===== config.mk =====
export PLATFORM = sky130hd
export DESIGN_NAME = digit_entry_reg
export DESIGN_NICKNAME = d
export VERILOG_FILES = /design/src/rtl/dentry_pkg.sv /design/src/rtl/key_sync.sv /design/src/rtl/key_prio_encoder.sv /design/src/rtl/press_pulse_timer.sv /design/src/rtl/slot_ring.sv /design/src/rtl/digit_entry_reg.sv
export SDC_FILE = /design/constraint.sdc
export NUM_CORES = 1
export LEC_CHECK = 0
export ABC_AREA = 0
export BUFFER_PORTS_ARGS = -buffer_cell sky130_fd_sc_hd__buf_2
export CAP_MARGIN = 10
export CORE_MARGIN = 4
export CORE_UTILIZATION = 40
export CTS_BUF_LIST = sky130_fd_sc_hd__clkbuf_2 sky130_fd_sc_hd__clkbuf_4 sky130_fd_sc_hd__clkbuf_8
export CTS_CLUSTER_DIAMETER = 150
export DETAILED_ROUTE_END_ITERATION = 8
export PLACE_DENSITY = 0.62
export SLEW_MARGIN = 20
export SYNTH_ARGS = -nofsm -noshare
export SYNTH_HDL_FRONTEND = slang
export SYNTH_HIERARCHICAL = 1
export SYNTH_SLANG_ARGS = --single-unit
export TNS_END_PERCENT = 1

===== constraint.sdc =====
create_clock -name clk -period 2.5 [get_ports clk]
set_input_delay 0 -clock clk [delete_from_list [all_inputs] [get_ports clk]]
set_output_delay 0 -clock clk [all_outputs]
set_load 0.005 [all_outputs]

===== src/rtl/dentry_pkg.sv =====
package dentry_pkg;

    localparam int NUM_KEYS = 10;
    localparam int DIGIT_W  = 4;
    localparam int SLOTS    = 3;
    localparam int VALUE_W  = DIGIT_W * SLOTS;

    typedef logic [DIGIT_W-1:0]  bcd_t;
    typedef logic [SLOTS-1:0]    slot_t;
    typedef logic [NUM_KEYS-1:0] keys_t;

    localparam slot_t SLOT_HOME = 3'b001;

    typedef struct packed {
        logic active;
        bcd_t digit;
    } key_evt_t;

    // Inverted BCD of the highest-numbered pressed key among 1..9; all ones if none.
    function automatic bcd_t encode_inv(input keys_t key_n);
        bcd_t r;
        r = '1;
        for (int k = 1; k < NUM_KEYS; k++) begin
            if (!key_n[k]) r = ~bcd_t'(k);
        end
        return r;
    endfunction

    // One step of the slot ring: 001 -> 100 -> 010 -> 001.
    function automatic slot_t ring_next(input slot_t p);
        return {p[0], p[2], p[1]};
    endfunction

endpackage


===== src/rtl/key_sync.sv =====
module key_sync #(
    parameter int          WIDTH     = 1,
    parameter int          STAGES    = 2,
    parameter logic [WIDTH-1:0] IDLE_VAL = '1
) (
    input  logic             clk,
    input  logic             rst,
    input  logic [WIDTH-1:0] d_in,
    output logic [WIDTH-1:0] d_out
);
    logic [WIDTH-1:0] stage_q [STAGES];

    generate
        for (genvar s = 0; s < STAGES; s++) begin : g_stage
            always_ff @(posedge clk) begin
                if (rst) stage_q[s] <= IDLE_VAL;
                else     stage_q[s] <= (s == 0) ? d_in : stage_q[(s == 0) ? 0 : s-1];
            end
        end
    endgenerate

    assign d_out = stage_q[STAGES-1];
endmodule


===== src/rtl/key_prio_encoder.sv =====
module key_prio_encoder
    import dentry_pkg::*;
(
    input  keys_t    key_n,
    output key_evt_t evt
);
    bcd_t inv_code;

    always_comb begin
        inv_code   = encode_inv(key_n);
        evt.digit  = ~inv_code;
        evt.active = ~&key_n;
    end

    // key 9 dominates every other key
    always_comb begin
        if (key_n[9] === 1'b0)
            p_top_key_wins_r4: assert (evt.digit == 4'd9 && evt.active);
    end
endmodule


===== src/rtl/press_pulse_timer.sv =====
module press_pulse_timer
    import dentry_pkg::*;
#(
    parameter int PULSE_CYCLES = 8
) (
    input  logic     clk,
    input  logic     rst,
    input  logic     clear,
    input  key_evt_t evt,
    output logic     done,
    output bcd_t     digit_q
);
    localparam int CNT_W = $clog2(PULSE_CYCLES + 1);

    logic             busy;
    logic             armed;
    logic [CNT_W-1:0] cnt;
    logic             start;

    assign start = armed && evt.active && !busy;

    always_ff @(posedge clk) begin
        if (rst || clear) begin
            busy    <= 1'b0;
            armed   <= 1'b0;
            cnt     <= '0;
            done    <= 1'b0;
            digit_q <= '0;
        end else begin
            done <= 1'b0;
            if (!evt.active) armed <= 1'b1;
            if (start) begin
                busy    <= 1'b1;
                armed   <= 1'b0;
                cnt     <= CNT_W'(PULSE_CYCLES - 1);
                digit_q <= evt.digit;
            end else if (busy) begin
                if (cnt == '0) begin
                    busy <= 1'b0;
                    done <= 1'b1;
                end else begin
                    cnt <= cnt - 1'b1;
                end
            end
        end
    end

    // the end-of-pulse strobe lasts a single cycle
    p_single_done_r6: assert property (@(posedge clk) disable iff (rst)
        done |=> !done);
    // a new pulse never starts while a key is still held from the last one
    p_rearm_needed_r6: assert property (@(posedge clk) disable iff (rst || clear)
        start |=> !armed);
    // the captured digit is stable while the pulse runs
    p_digit_held_r8: assert property (@(posedge clk) disable iff (rst || clear)
        (busy && !start) |=> $stable(digit_q));
endmodule


===== src/rtl/slot_ring.sv =====
module slot_ring
    import dentry_pkg::*;
(
    input  logic               clk,
    input  logic               rst,
    input  logic               clear,
    input  logic               advance,
    input  bcd_t               digit,
    output slot_t              ptr,
    output logic [VALUE_W-1:0] value
);
    slot_t ptr_nxt;

    assign ptr_nxt = ring_next(ptr);

    always_ff @(posedge clk) begin
        if (rst || clear)  ptr <= SLOT_HOME;
        else if (advance)  ptr <= ptr_nxt;
    end

    generate
        for (genvar k = 0; k < SLOTS; k++) begin : g_nib
            always_ff @(posedge clk) begin
                if (rst || clear)
                    value[k*DIGIT_W +: DIGIT_W] <= '0;
                else if (advance && ptr_nxt[k] && !ptr[k])
                    value[k*DIGIT_W +: DIGIT_W] <= digit;
            end
        end
    endgenerate

    // the pointer stays one-hot
    p_ptr_onehot_r2: assert property (@(posedge clk) disable iff (rst)
        $onehot(ptr));
    // clear returns to home with an empty register
    p_clear_home_r1: assert property (@(posedge clk) disable iff (rst)
        clear |=> (ptr == SLOT_HOME && value == '0));
    // one step per advance
    p_step_r2: assert property (@(posedge clk) disable iff (rst)
        (advance && !clear) |=> ptr == ring_next($past(ptr)));
    // nothing moves without an advance
    p_hold_r7: assert property (@(posedge clk) disable iff (rst)
        (!advance && !clear) |=> ($stable(value) && $stable(ptr)));
endmodule


===== src/rtl/digit_entry_reg.sv =====
module digit_entry_reg
    import dentry_pkg::*;
#(
    parameter int PULSE_CYCLES = 5_000_000,
    parameter int SYNC_STAGES  = 2
) (
    input  logic                clk,
    input  logic                rst,
    input  logic [9:0]          key_n,
    input  logic                clear_n,
    output logic [11:0]         digit_value,
    output logic [2:0]          slot_ptr
);
    keys_t    keys_s;
    logic     clear_s_n;
    key_evt_t evt;
    logic     step;
    bcd_t     digit_q;

    key_sync #(.WIDTH(NUM_KEYS), .STAGES(SYNC_STAGES), .IDLE_VAL('1)) u_key_sync (
        .clk(clk), .rst(rst), .d_in(key_n), .d_out(keys_s)
    );

    key_sync #(.WIDTH(1), .STAGES(SYNC_STAGES), .IDLE_VAL(1'b1)) u_clr_sync (
        .clk(clk), .rst(rst), .d_in(clear_n), .d_out(clear_s_n)
    );

    key_prio_encoder u_enc (
        .key_n(keys_s), .evt(evt)
    );

    press_pulse_timer #(.PULSE_CYCLES(PULSE_CYCLES)) u_timer (
        .clk(clk), .rst(rst), .clear(!clear_s_n), .evt(evt),
        .done(step), .digit_q(digit_q)
    );

    slot_ring u_ring (
        .clk(clk), .rst(rst), .clear(!clear_s_n), .advance(step),
        .digit(digit_q), .ptr(slot_ptr), .value(digit_value)
    );
endmodule


==> results.txt <==
----------------------------------------------------
[Status]
  Result of the run ... finished, final reports clean

[Route]
  Antenna violation net count after detailed routing ... 0
  Routed WL per cell ... between 10 and 15 um
  Number of vias in the routed layout ... 2433
  Number of DRC violations after detailed routing ... 0
  Pre-Repair DR Iteration Count ... 5
  Violation count after the first detailed-routing iteration ... between 90 and 100
  DR vias/cell ... 5.32
  Routed wire length ... about 6.2 mm

[Layout]
  Diodes inserted ... 0
  Share of final-layout standard cells stronger than drive strength 1 ... 18.8%
  Count of non-filler cells in the finished layout ... between 400 and 500
  Number of nets in the final layout ... approximately 370
  Area added between synthesis and finish ... 20.5%
  Fill cells ... ~650

[Setup path]
  Required time reported for the critical path endpoint ... 2.74 ns
  Kind of end point of the critical path ... register
  Most common cell type on the critical path ... or4_1
  Crit Path Category ... reg2reg
  Crit path launch type ... register
  Arrival time worst endpoint ... between 2 and 3 ns
  Cell at the slowest stage of the critical path ... or4_1
  Cell-by-cell trace of the critical path ... or4_1 -> or4_4 -> or4_1 -> and3_1
  Kind of cell adding the most delay to the critical path ... simple AND/OR/NAND/NOR gates
  Critical path's largest stage delay ... about 0.65 ns
  Largest fanout of any net on the critical path ... 7
  Critical path buffers and inverters ... 0

[Die]
  Number of rows created at floorplan ... 30
  Die Wd ... a little over 90 um
  Number of I/O pins ... 28
  Standard cell core area ... between 6000 and 7000 um2
  Starting density of the core ... 42.0%
  DIE HEIGHT ... around 93 um
  Total Die Area ... about 8700 um2

[Power and ir drop]
  Leakage dissipation ... approximately 1.5 nW
  Pwr Density ... about 790 nW/um2
  Max IR drop VDD ... 0.000333 V

[Place]
  Port Buf Inserts ... 27
  Detail Placement HPWL ... about 4.1 mm
  Routability cong. ... around 0.83
  Placed Cells incl. Taps ... 430

[STA]
  Worst Max-Slew Pin Slew ... 0.559 ns
  Final period demand of the worst path ... 2.31 ns
  Max-slew violation count ... 0
  Accumulated negative setup slack ... 0 ns
  Post-Route Hold Slack ... about 0.22 ns
  Final period util ... between 90 and 100%
  Setup violation total in the final timing report ... 0
  Remaining max-slew budget at the tightest pin ... roughly 63%
  RSZ-0062 raised after global routing ... no
  Total count of hold-check failures in the final report ... 0
  Clock Skews ... 0.00946 ns
  Achievable clock frequency ... roughly 430 MHz

[Clock network]
  Clock tree from TritonCTS ... done
  Number of sinks handled by clock tree synthesis ... 67
  Root cell of the clock tree ... clkbuf_8
  # H-tree levels ... 3
  Number of gates given a new drive strength after cts ... 0
  Clock transition at path regs ... 0.08 ns
  Max clock buf depth ... 2
  Clock latency at the later pin of the worst-skew pair ... between 0.3 and 0.4 ns
  Total CTS buffers ... 9

[Yosys]
  Register bit total from synthesis ... 67
  Number of synthesized flops with an enable pin ... 0
  Share of flip-flops with an asynchronous set or reset after synthesis ... 0%
  Post-synthesis instance area ... 2900 um2
  Post-synth net total ... 326
  Gate count after technology mapping ... 311
  Share of synthesized area occupied by flip-flops and latches ... ~46%
  Post-synth cell types ... between 40 and 50
  Most common flop cell mapped by yosys ... dfxtp_1
  Warnings, synthesis ... 6
  Average size of a mapped cell ... 9.33 um2

[Hold path]
  Hold Crit Class ... in2reg

[Job]
  Max Cap Violations ... 0

[Global route]
  Number of antenna violations at the first check in global routing ... 0
  Global route total overflow ... 0
  Wire length of the first global-routing pass ... 10.7 mm
  Global-route total usage across every layer ... between 10% and 20%
  Pin count of the biggest net entering global routing ... 44
  Number of global-route vias before repair ... around 2.2k

----------------------------------------------------
-- sequential cells by signal, summed over array words and instances (netlist names) --
register and cells:
u_timer/busy 1, u_ring/ptr 3, u_clr_sync/stage_q 2, u_timer/done 1, u_timer/cnt 23, u_ring/value 12
u_timer/armed 1, u_timer/digit_q 4, u_key_sync/stage_q 20
-- per-stage QoR --
| stage | power [mW] | area (um2) | util [%] | setup WS [ns] |
|---|---|---|---|---|
| finish | 2.77 | 3490 | 50.6 | 0.185 |
| global route | 2.93 | 3490 | 50.6 | 0.118 |
| CTS | 2.79 | 3490 | 50.6 | 0.197 |
| detailed placement | 1.74 | 3150 | 45.7 | 0.204 |
| global placement | 1.74 | 3150 | 45.7 | 0.220 |
| floorplan | 1.58 | 2900 | - | 0.268 |
-- metal layers --
layer	track usage, %	up-vias	share of wire [%]
met4	6.23	0	1.1
met3	4.67	9	5.0
met1	21.2	1123	50
li1	-	1231	-
met2	23.0	70	44
met5	0	-	0
-- power breakdown --
group / internal [mW] / leakage (nW) / switching, mW / total, mW
logic: 0.210 / 0.790 / 0.360 / 0.571
registers: 1.13 / 0.547 / 0.0504 / 1.18
clock network: 0.605 / 0.114 / 0.423 / 1.03
total: 1.94 / 1.45 / 0.833 / 2.77
-- repair_timing --
| action | CTS | global route |
|---|---|---|
| endpoints found under the hold margin | 11 | 0 |
| hold buffers | 11 | 0 |
| setup buffers | 0 | 0 |
| setup endpoints to repair | 0 | 0 |
-- final cells by class --
class                           count  area (um2)  area share (%)
Tap cell                           96         120            3.44
Inverter                            7        26.3           0.752
Sequential cell                    67        1340            38.4
Timing Repair Buffer               49         328            9.38
Clock buffer                       11         145            4.15
Multi-Input combinational cell    222        1450            41.5
Clock inverter                      5        85.1            2.43
-- logic make-up after synthesis --
kind of cell / after synthesis / synth area share (%)
and+or+nand+nor: 144 / 28.6
DFF: 67 / 46.2
AOI/OAI and AO/OA: 55 / 13.2
buffers and inverters: 22 / 3.80
muxes: 21 / 7.29
adders and majority gates: 2 / 0.863
-- placed cells by master (no fill, tap or decap), types with 3 or more instances in the layout --
master,netlist,layout
buf_4,0,11
buf_2,3,27
a21oi_1,12,12
nor4_1,4,4
or3b_2,10,10
dlygate4sd3_1,0,11
o21ai_0,7,7
inv_1,7,7
or3_1,9,9
a2111oi_0,5,5
mux2i_1,20,20
nand3b_1,3,3
nor3_1,10,10
a31oi_1,5,5
nand2_1,31,31
o31ai_1,6,6
or2_1,22,22
nand4_1,4,4
dfxtp_1,67,67
a211oi_1,8,8
nand3_1,7,7
nor2_1,16,16
or4_1,6,6
or3b_1,7,7
and3_1,5,5
clkbuf_8,0,10
-- cells in the mapped netlist (all sizes together), types with 6 or more instances --
master  number  area (um2)
nor3        10        50.1
o31ai        6        45.0
o21ai        7        35.0
or3          9        56.3
mux2i       20         200
a211oi       8        60.1
clkbuf       9        35.0
inv          7        26.3
nand2       31         116
or3b        17         149
dfxtp       67        1340
nor2        16        60.1
nand3        7        35.0
or4          7        56.3
buf          6        48.8
a21oi       12        60.1
or2         24         150
-- worst paths after layout --
path	slack, ns	depth (start not counted)	start	endpoint
setup / recovery	0.19	4	u_timer/cnt[2]	u_timer/cnt[19]
hold / removal	0.22	2	rst	u_ring/ptr[2]
setup reg to reg	0.19	4	u_timer/cnt[2]	u_timer/cnt[19]
hold reg to reg	0.40	1	u_key_sync/stage_q[0][4]	u_key_sync/stage_q[1][4]
Power figures use the tool's default switching activity.
